[config.mk]
export PLATFORM = sky130hd
export DESIGN_NAME = mdio_mgmt_engine
export DESIGN_NICKNAME = d
export VERILOG_FILES = /design/src/rtl/mdio_pkg.sv /design/src/rtl/mdio_clkdiv.sv /design/src/rtl/mdio_frame.sv /design/src/rtl/mdio_mgmt_engine.sv
export SDC_FILE = /design/constraint.sdc
export NUM_CORES = 1
export LEC_CHECK = 0
export BUFFER_PORTS_ARGS = -buffer_cell sky130_fd_sc_hd__buf_2
export CAP_MARGIN = 10
export CORE_MARGIN = 10
export CORE_UTILIZATION = 44
export CTS_CLUSTER_SIZE = 8
export DETAILED_ROUTE_END_ITERATION = 16
export PLACE_DENSITY = 0.65
export SLEW_MARGIN = 20
export SYNTH_ARGS = -nofsm -noshare
export SYNTH_HDL_FRONTEND = slang
export SYNTH_HIERARCHICAL = 1
export SYNTH_SLANG_ARGS = --single-unit
[constraint.sdc]
create_clock -name clk -period 3.4 [get_ports clk]
set_input_delay 0.85 -clock clk [delete_from_list [all_inputs] [get_ports clk]]
set_output_delay 0.85 -clock clk [all_outputs]
set_load 0.01 [all_outputs]
[src/rtl/mdio_pkg.sv]
package mdio_pkg;
  localparam int REG_W = 16;

  typedef enum logic [1:0] {
    SEL_CMD  = 2'd0,
    SEL_DATA = 2'd1,
    SEL_STAT = 2'd2,
    SEL_CTRL = 2'd3
  } reg_sel_e;

  localparam int CMD_RD_BIT  = 15;
  localparam int CMD_WR_BIT  = 14;
  localparam int CMD_PHY_LSB = 5;
  localparam int CMD_REG_LSB = 0;
  localparam int CTL_DIV_LSB = 9;
  localparam int CTL_SUP_BIT = 8;
  localparam int CTL_CLR_BIT = 0;
  localparam int PRE_BITS    = 32;
  localparam int BODY_BITS   = 32;
endpackage

[src/rtl/mdio_clkdiv.sv]
module mdio_clkdiv #(
  parameter int DIV_W = 7
) (
  input  logic             clk,
  input  logic             rst_n,
  input  logic             clr,
  input  logic             run,
  input  logic [DIV_W-1:0] div_m1,
  output logic             mdc,
  output logic             rise_ev,
  output logic             fall_ev
);
  localparam int CW = DIV_W + 1;

  logic [CW-1:0] period;
  logic [CW-1:0] half;
  logic [CW-1:0] cnt;

  // A divisor of 1 is clamped to 2 so MDC always has a high and a low phase
  assign period = (div_m1 == '0) ? CW'(2) : ({1'b0, div_m1} + CW'(1));
  assign half    = period >> 1;
  assign rise_ev = run && (cnt == half - CW'(1));
  assign fall_ev = run && (cnt == period - CW'(1));

  always_ff @(posedge clk) begin
    if (!rst_n || clr || !run) begin
      cnt <= '0;
      mdc <= 1'b0;
    end else if (fall_ev) begin
      cnt <= '0;
      mdc <= 1'b0;
    end else begin
      cnt <= cnt + CW'(1);
      if (rise_ev) mdc <= 1'b1;
    end
  end
endmodule

[src/rtl/mdio_frame.sv]
module mdio_frame
  import mdio_pkg::*;
(
  input  logic        clk,
  input  logic        rst_n,
  input  logic        clr,
  input  logic        start,
  input  logic        is_rd,
  input  logic [4:0]  phy,
  input  logic [4:0]  regad,
  input  logic [15:0] wdata,
  input  logic        sup,
  input  logic        rise_ev,
  input  logic        fall_ev,
  input  logic        mdio_i,
  output logic        busy,
  output logic        done,
  output logic        mdio_o,
  output logic        mdio_oe,
  output logic [15:0] rd_word
);
  localparam int TOT  = PRE_BITS + BODY_BITS;
  localparam int IW   = $clog2(TOT + 1);
  localparam int TA_Q = 14;
  localparam int DQ_Q = 16;

  logic [TOT-1:0]       shreg;
  logic [IW-1:0]        bit_idx;
  logic [IW-1:0]        last_idx;
  logic                 rd_l;
  logic                 sup_l;
  logic [BODY_BITS-1:0] body;
  logic [IW-1:0]        q;
  logic                 in_body;
  logic                 released;

  assign body = {2'b01, (is_rd ? 2'b10 : 2'b01), phy, regad,
                 (is_rd ? 2'b11 : 2'b10), (is_rd ? 16'hFFFF : wdata)};

  // Position inside the 32-bit body, valid when in_body is set
  assign q        = sup_l ? bit_idx : (bit_idx - IW'(PRE_BITS));
  assign in_body  = sup_l || (bit_idx >= IW'(PRE_BITS));
  assign released = rd_l && in_body && (q >= IW'(TA_Q));
  assign mdio_oe  = busy && !released;
  assign mdio_o   = mdio_oe && shreg[TOT-1];
  assign done     = busy && fall_ev && (bit_idx == last_idx);

  always_ff @(posedge clk) begin
    if (!rst_n || clr) begin
      busy     <= 1'b0;
      shreg    <= '0;
      bit_idx  <= '0;
      last_idx <= '0;
      rd_l     <= 1'b0;
      sup_l    <= 1'b0;
      rd_word  <= '0;
    end else if (start) begin
      busy     <= 1'b1;
      shreg    <= sup ? {body, {PRE_BITS{1'b0}}} : {{PRE_BITS{1'b1}}, body};
      bit_idx  <= '0;
      last_idx <= sup ? IW'(BODY_BITS - 1) : IW'(TOT - 1);
      rd_l     <= is_rd;
      sup_l    <= sup;
      rd_word  <= '0;
    end else if (busy) begin
      if (rise_ev && rd_l && in_body && (q >= IW'(DQ_Q)))
        rd_word <= {rd_word[14:0], mdio_i};
      if (fall_ev) begin
        if (bit_idx == last_idx) begin
          busy <= 1'b0;
        end else begin
          bit_idx <= bit_idx + IW'(1);
          shreg   <= {shreg[TOT-2:0], 1'b0};
        end
      end
    end
  end
endmodule

[src/rtl/mdio_mgmt_engine.sv]
module mdio_mgmt_engine
  import mdio_pkg::*;
#(
  parameter int DIV_W   = 7,
  parameter int DEF_DIV = 40
) (
  input  logic             clk,
  input  logic             rst_n,
  input  logic             reg_wr,
  input  logic [1:0]       reg_addr,
  input  logic [REG_W-1:0] reg_wdata,
  input  logic [1:0]       reg_rd_addr,
  output logic [REG_W-1:0] reg_rdata,
  output logic             mdc,
  output logic             mdio_o,
  output logic             mdio_oe,
  input  logic             mdio_i
);
  localparam logic [DIV_W-1:0] DEF_M1 = DIV_W'(DEF_DIV - 1);

  logic [DIV_W-1:0] div_m1;
  logic             pre_sup;
  logic             srst_pend;
  logic [15:0]      data_q;
  logic [15:0]      cmd_q;
  logic             busy;
  logic             done;
  logic [15:0]      rd_word;
  logic             rise_ev;
  logic             fall_ev;
  logic             start;
  logic             wr_open;
  logic [REG_W-1:0] ctrl_rd;
  logic             unused_ctl;

  assign unused_ctl = ^reg_wdata[CTL_SUP_BIT-1:CTL_CLR_BIT+1];
  assign wr_open    = reg_wr && !busy && !srst_pend;
  assign start      = wr_open && (reg_addr == SEL_CMD) &&
                      (reg_wdata[CMD_RD_BIT] || reg_wdata[CMD_WR_BIT]);

  always_ff @(posedge clk) begin
    if (!rst_n || srst_pend) begin
      div_m1    <= DEF_M1;
      pre_sup   <= 1'b0;
      srst_pend <= 1'b0;
      data_q    <= '0;
      cmd_q     <= '0;
    end else begin
      // Self-clear request is honoured even mid-frame
      if (reg_wr && reg_addr == SEL_CTRL && reg_wdata[CTL_CLR_BIT])
        srst_pend <= 1'b1;
      else if (wr_open && reg_addr == SEL_CTRL) begin
        div_m1  <= reg_wdata[CTL_DIV_LSB +: DIV_W];
        pre_sup <= reg_wdata[CTL_SUP_BIT];
      end
      if (start) begin
        // Read wins when both opcode bits are set
        cmd_q <= reg_wdata[CMD_RD_BIT] ? {1'b1, 1'b0, reg_wdata[13:0]} : reg_wdata;
      end
      if (done && cmd_q[CMD_RD_BIT])
        data_q <= rd_word;
      else if (wr_open && reg_addr == SEL_DATA)
        data_q <= reg_wdata;
    end
  end

  mdio_clkdiv #(.DIV_W(DIV_W)) u_div (
    .clk     (clk),
    .rst_n   (rst_n),
    .clr     (srst_pend),
    .run     (busy),
    .div_m1  (div_m1),
    .mdc     (mdc),
    .rise_ev (rise_ev),
    .fall_ev (fall_ev)
  );

  mdio_frame u_frame (
    .clk     (clk),
    .rst_n   (rst_n),
    .clr     (srst_pend),
    .start   (start),
    .is_rd   (reg_wdata[CMD_RD_BIT]),
    .phy     (reg_wdata[CMD_PHY_LSB +: 5]),
    .regad   (reg_wdata[CMD_REG_LSB +: 5]),
    .wdata   (data_q),
    .sup     (pre_sup),
    .rise_ev (rise_ev),
    .fall_ev (fall_ev),
    .mdio_i  (mdio_i),
    .busy    (busy),
    .done    (done),
    .mdio_o  (mdio_o),
    .mdio_oe (mdio_oe),
    .rd_word (rd_word)
  );

  always_comb begin
    ctrl_rd = '0;
    ctrl_rd[CTL_DIV_LSB +: DIV_W] = div_m1;
    ctrl_rd[CTL_SUP_BIT]          = pre_sup;
    ctrl_rd[CTL_CLR_BIT]          = srst_pend;
  end

  always_comb begin
    case (reg_rd_addr)
      SEL_CMD:  reg_rdata = cmd_q;
      SEL_DATA: reg_rdata = data_q;
      SEL_STAT: reg_rdata = {{(REG_W-1){1'b0}}, busy};
      default:  reg_rdata = ctrl_rd;
    endcase
  end
endmodule

==> results of run 1 <==
-- registers in the layout (all words and copies together) (netlist names) --
| name | cells |
|---|---|
| u_frame/shreg | 64 |
| cmd_q | 16 |
| data_q | 16 |
| u_frame/rd_word | 16 |
| u_div/cnt | 8 |
| div_m1 | 7 |
| u_frame/bit_idx | 7 |
| u_frame/last_idx | 2 |
| pre_sup | 1 |
| srst_pend | 1 |
| u_div/mdc | 1 |
| u_frame/busy | 1 |
| u_frame/rd_l | 1 |
| u_frame/sup_l | 1 |
-- worst min-delay path by stage --
stage	from	endpoint	slack (ns)	depth (start not counted)
floorplan	u_frame/rd_word[15]$_SDFFE_PP0P_	u_frame/rd_word[15]$_SDFFE_PP0P_	0.43	2
global placement	u_frame/shreg[29]$_SDFFE_PP0P_	u_frame/shreg[29]$_SDFFE_PP0P_	0.44	2
detailed placement	u_frame/shreg[7]$_SDFFE_PP0P_	u_frame/shreg[7]$_SDFFE_PP0P_	0.45	2
CTS	u_frame/shreg[7]$_SDFFE_PP0P_	u_frame/shreg[7]$_SDFFE_PP0P_	0.46	2
global route	u_frame/shreg[24]$_SDFFE_PP0P_	u_frame/shreg[24]$_SDFFE_PP0P_	0.47	2
finish	u_frame/shreg[7]$_SDFFE_PP0P_	u_frame/shreg[7]$_SDFFE_PP0P_	0.46	2
-- cells by family (layout without fill, tap and decap cells) --
group | count (synthesis) | in the layout | share of synthesized area (%)
compound gates | 216 | 217 | 18.6
flops | 142 | 142 | 36.5
buf+inv | 102 | 145 | 5.81
simple gates | 329 | 329 | 20.9
mux | 98 | 98 | 12.8
fa+ha+maj | 8 | 8 | 1.28
xor+xnor | 32 | 32 | 4.19
-- metal layers --
layer  part of all wire, %  global-route usage (%)  vias to the layer above  wire length, um
met4                   1.5                    5.59                        0              314
met3                   4.6                    3.37                       20              991
met2                    46                    26.6                      169             9910
met5                     0                       0                        -                0
li1                      -                       -                     3413                -
met1                    48                    23.8                     3369            10200
-- what timing repair did --
| action | CTS | global route |
|---|---|---|
| buffers inserted | 0 | 4 |
| gates resized for setup | 0 | 56 |
| endpoints found under the setup margin | 0 | 86 |
-- Yosys cell counts (all sizes together) (3+ instances only) --
library cell	n	area [um2]
ha	8	100
mux2i	97	971
nand3	38	195
nor2b	25	156
a21oi	27	135
clkbuf	60	228
o22ai	5	31.3
buf	24	158
or2	3	18.8
or3	9	56.3
and2	4	25.0
o31ai	15	113
nor3	25	125
nand2	124	465
o211ai	6	45.0
a22o	12	105
o21ai	74	382
o41a	3	33.8
inv	17	63.8
a31oi	20	125
dfxtp	142	2840
nand4	17	106
nand2b	9	56.3
or4	7	60.1
o221ai	26	228
xor2	11	115
o31a	3	27.5
and3	8	50.1
xnor2	19	166
nor2	46	173
a211oi	6	45.0
-- layout make-up --
cell class | count | share of cell area (%)
Tap cell | 225 | 3.04
Inverter | 18 | 0.729
Clock buffer | 18 | 4.74
Clock inverter | 14 | 1.43
Timing Repair Buffer | 95 | 8.47
Sequential cell | 142 | 30.7
Multi-Input combinational cell | 684 | 50.9
-- metrics by stage --
step	power, mW	hold slack, ns	setup TNS, ns	area [um2]	util [%]
6_report	3.95	0.457	0	9260	53.4
5_1_grt	4.09	0.472	-4.07	9260	53.4
4_1_cts	3.95	0.456	0	8960	51.6
3_5_place_dp	2.15	0.447	0	8390	48.3
3_3_place_gp	2.15	0.441	0	8380	48.3
2_1_floorplan	2.03	0.432	0	7870	-
-- critical path: cells and delay by family, from the launching register on --
| family | cells | cell delay [ns] |
|---|---|---|
| and+or+nand+nor | 8 | 1.84 |
| xor gates and xnor gates | 1 | 0.16 |
| DFF | 1 | 0.33 |
| buffers and inverters | 2 | 0.18 |
| adders and majority gates | 1 | 0.17 |
| AOI/OAI and AO/OA | 4 | 0.62 |
-- report_power, final --
part | switching, mW | leakage, nW | internal [mW]
Combinational | 0.264 | 2.30 | 0.163
Sequential | 0.0248 | 1.15 | 1.69
Clock | 0.774 | 0.279 | 1.04
-- cell usage in the layout (no fill, tap or decap), types with 19 or more instances in the layout --
| cell | instances |
|---|---|
| a21oi_1 | 24 |
| a31oi_1 | 20 |
| buf_2 | 42 |
| buf_4 | 38 |
| clkbuf_16 | 21 |
| dfxtp_1 | 140 |
| mux2i_1 | 97 |
| nand2_1 | 122 |
| nand3_1 | 37 |
| nor2_1 | 44 |
| nor2b_1 | 23 |
| nor3_1 | 22 |
| o21ai_0 | 55 |
| o221ai_1 | 26 |
| xnor2_1 | 19 |
==> results.toml, run 1 <==
[clock_network]
cts.path.max_buffers = 2
cts.clk_slew.worst_paths_ns = 0.06
cts_root_buffer = "clkbuf_16"
holdBufCountCts = 0
htreeDepth = 4
cts_tree = "yes"
clock-sinks = 142
clock_latency_ns = 0.43
cts_buffers = 17

[global_route]
overflow = 0
antenna_found_initial = 0
grt_max_degree = 123
grt_pass1_wl_mm = 34.3
grt_pass1_vias = 6459
grtUsageTotal_pct = 17.3

[yosys]
ys_seq_area_share_pct = 36.5
yosysWarnings = 6
synth_nets = 959
synth_ff_type = "dfxtp_1"
yosysUniqueCellTypes = 70
synth-edff-count = 0
syn_avg_cell_area_um2 = 8.41
async_flop_share_pct = 0
synthCells = 927
synth-seq-cells = 142
syn_area_mm2 = 0.00779

[detailed_routing]
avgRoutedWirePerCell_um = 17.9
drt_iter0_drc = 666
wl_mm = 21.4
num_vias = 6971
via_per_inst = 5.83
drc = 0
dr.pass1.iters = 6
ant_nets = 0

[sta]
rsz0062_at_grt = "yes"
skew_ns = 0.0154
max_freq_mhz = 296
hold_violations = 0
worst_slack_ns = 0.0188
period_share_pct = 99.4
slew_viol_final = 0
final-setup-viol-count = 0
worst_pin_slew_ns = 1.04
max_slew_margin_pct = 30.4
min_period_ns = 3.38

[worst_setup_path]
worstRegToRegCells = 16
max_stage_delay_ns = 0.53
crit_type = "register to register"
rrSetupSlack_ns = 0.02
startpoint_type = "register"
arrival_ns = 3.73
timing.rr.end = "u_frame/bit_idx[6]$_SDFFE_PP0P_"
cp_data_required_time_ns = 3.75
crit_start = "div_m1[5]$_SDFFE_PP1P_"
cp_common_cell = "nand2b_4"
path_cells = "nor4_4 -> nand2b_4 -> nand2b_4 -> inv_1 -> ha_2 -> nor2b_4 -> buf_4 -> o21ai_2 -> o2111ai_2 -> xnor2_1 -> or4_4 -> nor2_4 -> nand2_2 -> or3_4 -> a211o_1 -> a21boi_1"
cp-end-kind = "register"
path_max_fanout = 4
critPathCapture = "u_frame/bit_idx[6]$_SDFFE_PP0P_"
crit_slowest_cell = "or4_4"
rr_startpoint = "div_m1[5]$_SDFFE_PP1P_"

[floorplanning]
coreArea_mm2 = 0.0174
dieWidth_um = 153
start_util_pct = 44.9
num_rows = 48
fp.dieArea_mm2 = 0.0234
dieHeight_um = 153
ios = 43

[final_layout]
drive_gt1_share_pct = 18.7
n_antenna_cell = 0
final_cells = 1196
design.final.nets = 990
fillers = 1593
multi_input_area_mm2 = 0.00471
synthToLayoutAreaGrowth_pct = 18.9
ff_latch_area_mm2 = 0.00285

[placement]
dp.cells = 1154
place.gp.congestion = 0.850
place_ws_ns = 0.0267
port-buffer-count = 42
hpwl_mm = 14.1

[status]
run_status = "finished clean"

[hold_path]
min_path_type = "register to register"

[pwr]
power.leakage_nw = 3.73
powerDensity_mw_per_mm2 = 427
ir_drop_mv = 0.357

[flow_run]
cap_violations = 0
Note: power is estimated with default switching activity, not from simulation.
==> run 2: changes to the inputs <==
==> constraint.sdc (replaced) <==
create_clock -name clk -period 3.4 [get_ports clk]
set_input_delay 0.68 -clock clk [delete_from_list [all_inputs] [get_ports clk]]
set_output_delay 0.68 -clock clk [all_outputs]
set_load 0.01 [all_outputs]
==> results.toml, run 2 (synthesized netlist as in run 1, its figures left out) <==
[status]
run_status = "finished clean"

[pwr]
powerDensity_mw_per_mm2 = 434
ir_drop_mv = 0.369
power.leakage_nw = 3.68

[worst_setup_path]
arrival_ns = 3.64
crit_type = "register to register"
crit_buf_inv = 2
cp-end-kind = "register"
rrSetupSlack_ns = 0.11
startpoint_type = "register"
max_stage_delay_ns = 0.45
cp_top_family = "simple AND/OR/NAND/NOR gates"
rr_startpoint = "div_m1[6]$_SDFFE_PP0P_"
path_cells = "nor4_4 -> buf_4 -> nand2b_4 -> nand2b_4 -> inv_2 -> ha_2 -> nor2b_4 -> nor3b_2 -> o311ai_2 -> xnor2_1 -> or4_4 -> nor2_4 -> nand2_2 -> or3_4 -> a211o_1 -> a21boi_1"
worstRegToRegCells = 16
crit_slowest_cell = "or4_4"
cp_common_cell = "nand2b_4"
cp_data_required_time_ns = 3.75
timing.rr.end = "u_frame/bit_idx[6]$_SDFFE_PP0P_"
path_max_fanout = 3

[final_layout]
layout_commonest_cell = "dfxtp_1"
regMostFlops = "u_frame/shreg"
most-common-layout-cells = "dfxtp_1 (139), nand2_1 (122), mux2i_1 (97)"
largest_register_ff_count = 64
final_cells = 1191
n_antenna_cell = 0
drive_gt1_share_pct = 16.8
final_area_mm2 = 0.00912
design.final.nets = 985
synthToLayoutAreaGrowth_pct = 17.0

[global_route]
overflow = 0
grt_max_degree = 123
grt_pass1_vias = 6424
antenna_found_initial = 0
grt_pass1_wl_mm = 34.7
grtUsageTotal_pct = 17.6

[detailed_routing]
via_per_inst = 5.85
ant_nets = 0
drc = 0
num_vias = 6965
wl_mm = 21.6
dr.pass1.iters = 5
drt_iter0_drc = 682
avgRoutedWirePerCell_um = 18.1

[sta]
skew_ns = 0.0102
rsz0062_at_grt = "yes"
tns_ns = 0
min_period_ns = 3.29
max_freq_mhz = 304
final-setup-viol-count = 0
max_slew_margin_pct = 41.0
period_share_pct = 96.8
hold_violations = 0
worst_pin_slew_ns = 0.884
slew_viol_final = 0

[clock_network]
clock-sinks = 142
cts.path.max_buffers = 2
clock_latency_ns = 0.42
cts.clk_slew.worst_paths_ns = 0.06
cts_buffers = 17
htreeDepth = 4
holdBufCountCts = 0
cts_tree = "yes"
cts_root_buffer = "clkbuf_16"

[floorplanning]
coreArea_mm2 = 0.0174
start_util_pct = 44.9
ios = 43
dieHeight_um = 153
fp.dieArea_mm2 = 0.0234
num_rows = 48
dieWidth_um = 153

[hold_path]
min_path_type = "register to register"
hold_end = "u_frame/shreg[6]$_SDFFE_PP0P_"
hold_path_depth = 2
min_from = "u_frame/shreg[6]$_SDFFE_PP0P_"

[placement]
dp.cells = 1152
hpwl_mm = 14.3
place.gp.congestion = 0.845
port-buffer-count = 42
placed_area_mm2 = 0.00841

[flow_run]
cap_violations = 0
## run 2: changes by cell type in the layout (fill, tap and decap cells not counted), sizes merged
cell	change
buf	-2
clkbuf	+2
clkinv	-4
clkinvlp	+1
inv	-1
o22ai	-1
## run 2: area by class of cell
class | instances | area, um2
clock buffer | 22 | 474
tap | 225 | 282
clock inverter | 10 | 101
timing repair buffer | 91 | 704
multi-input combinational | 683 | 4640
fill | 1586 | 8240
sequential | 142 | 2850
inverter | 18 | 67.6
## run 2: through the flow
step / power (mW) / util, % / setup slack, ns / hold slack [ns]
floorplan: 2.03 / - / 0.0145 / 0.432
global placement: 2.15 / 48.4 / 0.0983 / 0.440
detailed placement: 2.16 / 48.4 / -0.0513 / 0.447
CTS: 3.97 / 52.0 / 0.000370 / 0.456
global route: 4.10 / 52.5 / -0.0278 / 0.480
finish: 3.95 / 52.5 / 0.109 / 0.454
## run 2: metal layers
| layer | GRT usage, % | wire length, um |
|---|---|---|
| met5 | 0 | 0 |
| met4 | 4.45 | 168 |
| met3 | 3.79 | 1040 |
| met2 | 27.3 | 10100 |
| met1 | 24.1 | 10300 |
## run 2: worst max path at each step
stage	from	endpoint	slack (ns)	depth (start not counted)
finish	div_m1[6]$_SDFFE_PP0P_	u_frame/bit_idx[6]$_SDFFE_PP0P_	0.11	16
global route	div_m1[6]$_SDFFE_PP0P_	data_q[3]$_SDFFE_PP0P_	-0.03	16
CTS	div_m1[5]$_SDFFE_PP1P_	data_q[9]$_SDFFE_PP0P_	0.0004	18
detailed placement	div_m1[6]$_SDFFE_PP0P_	u_frame/shreg[44]$_SDFFE_PP0P_	-0.05	15
global placement	div_m1[6]$_SDFFE_PP0P_	u_frame/shreg[47]$_SDFFE_PP0P_	0.1	15
floorplan	div_m1[6]$_SDFFE_PP0P_	data_q[11]$_SDFFE_PP0P_	0.01	19
## run 2: power breakdown
part	switching (mW)	leakage [nW]	internal, mW
sequential	0.0266	1.15	1.69
combinational	0.260	2.26	0.157
clock	0.745	0.274	1.07
total	1.03	3.68	2.92
## run 2: timing repair
item                                    CTS  global route
endpoints found under the hold margin     0             0
buffers inserted                          4             1
gates resized for setup                   5            27
pin swaps                                 7            12
cloned                                    0             2
endpoints found under the setup margin   28            87
## run 2: worst min-delay path: stages (launching register included)
cell	delay, ns
dfxtp_1	0.30
nand2_1	0.05
mux2i_1	0.05
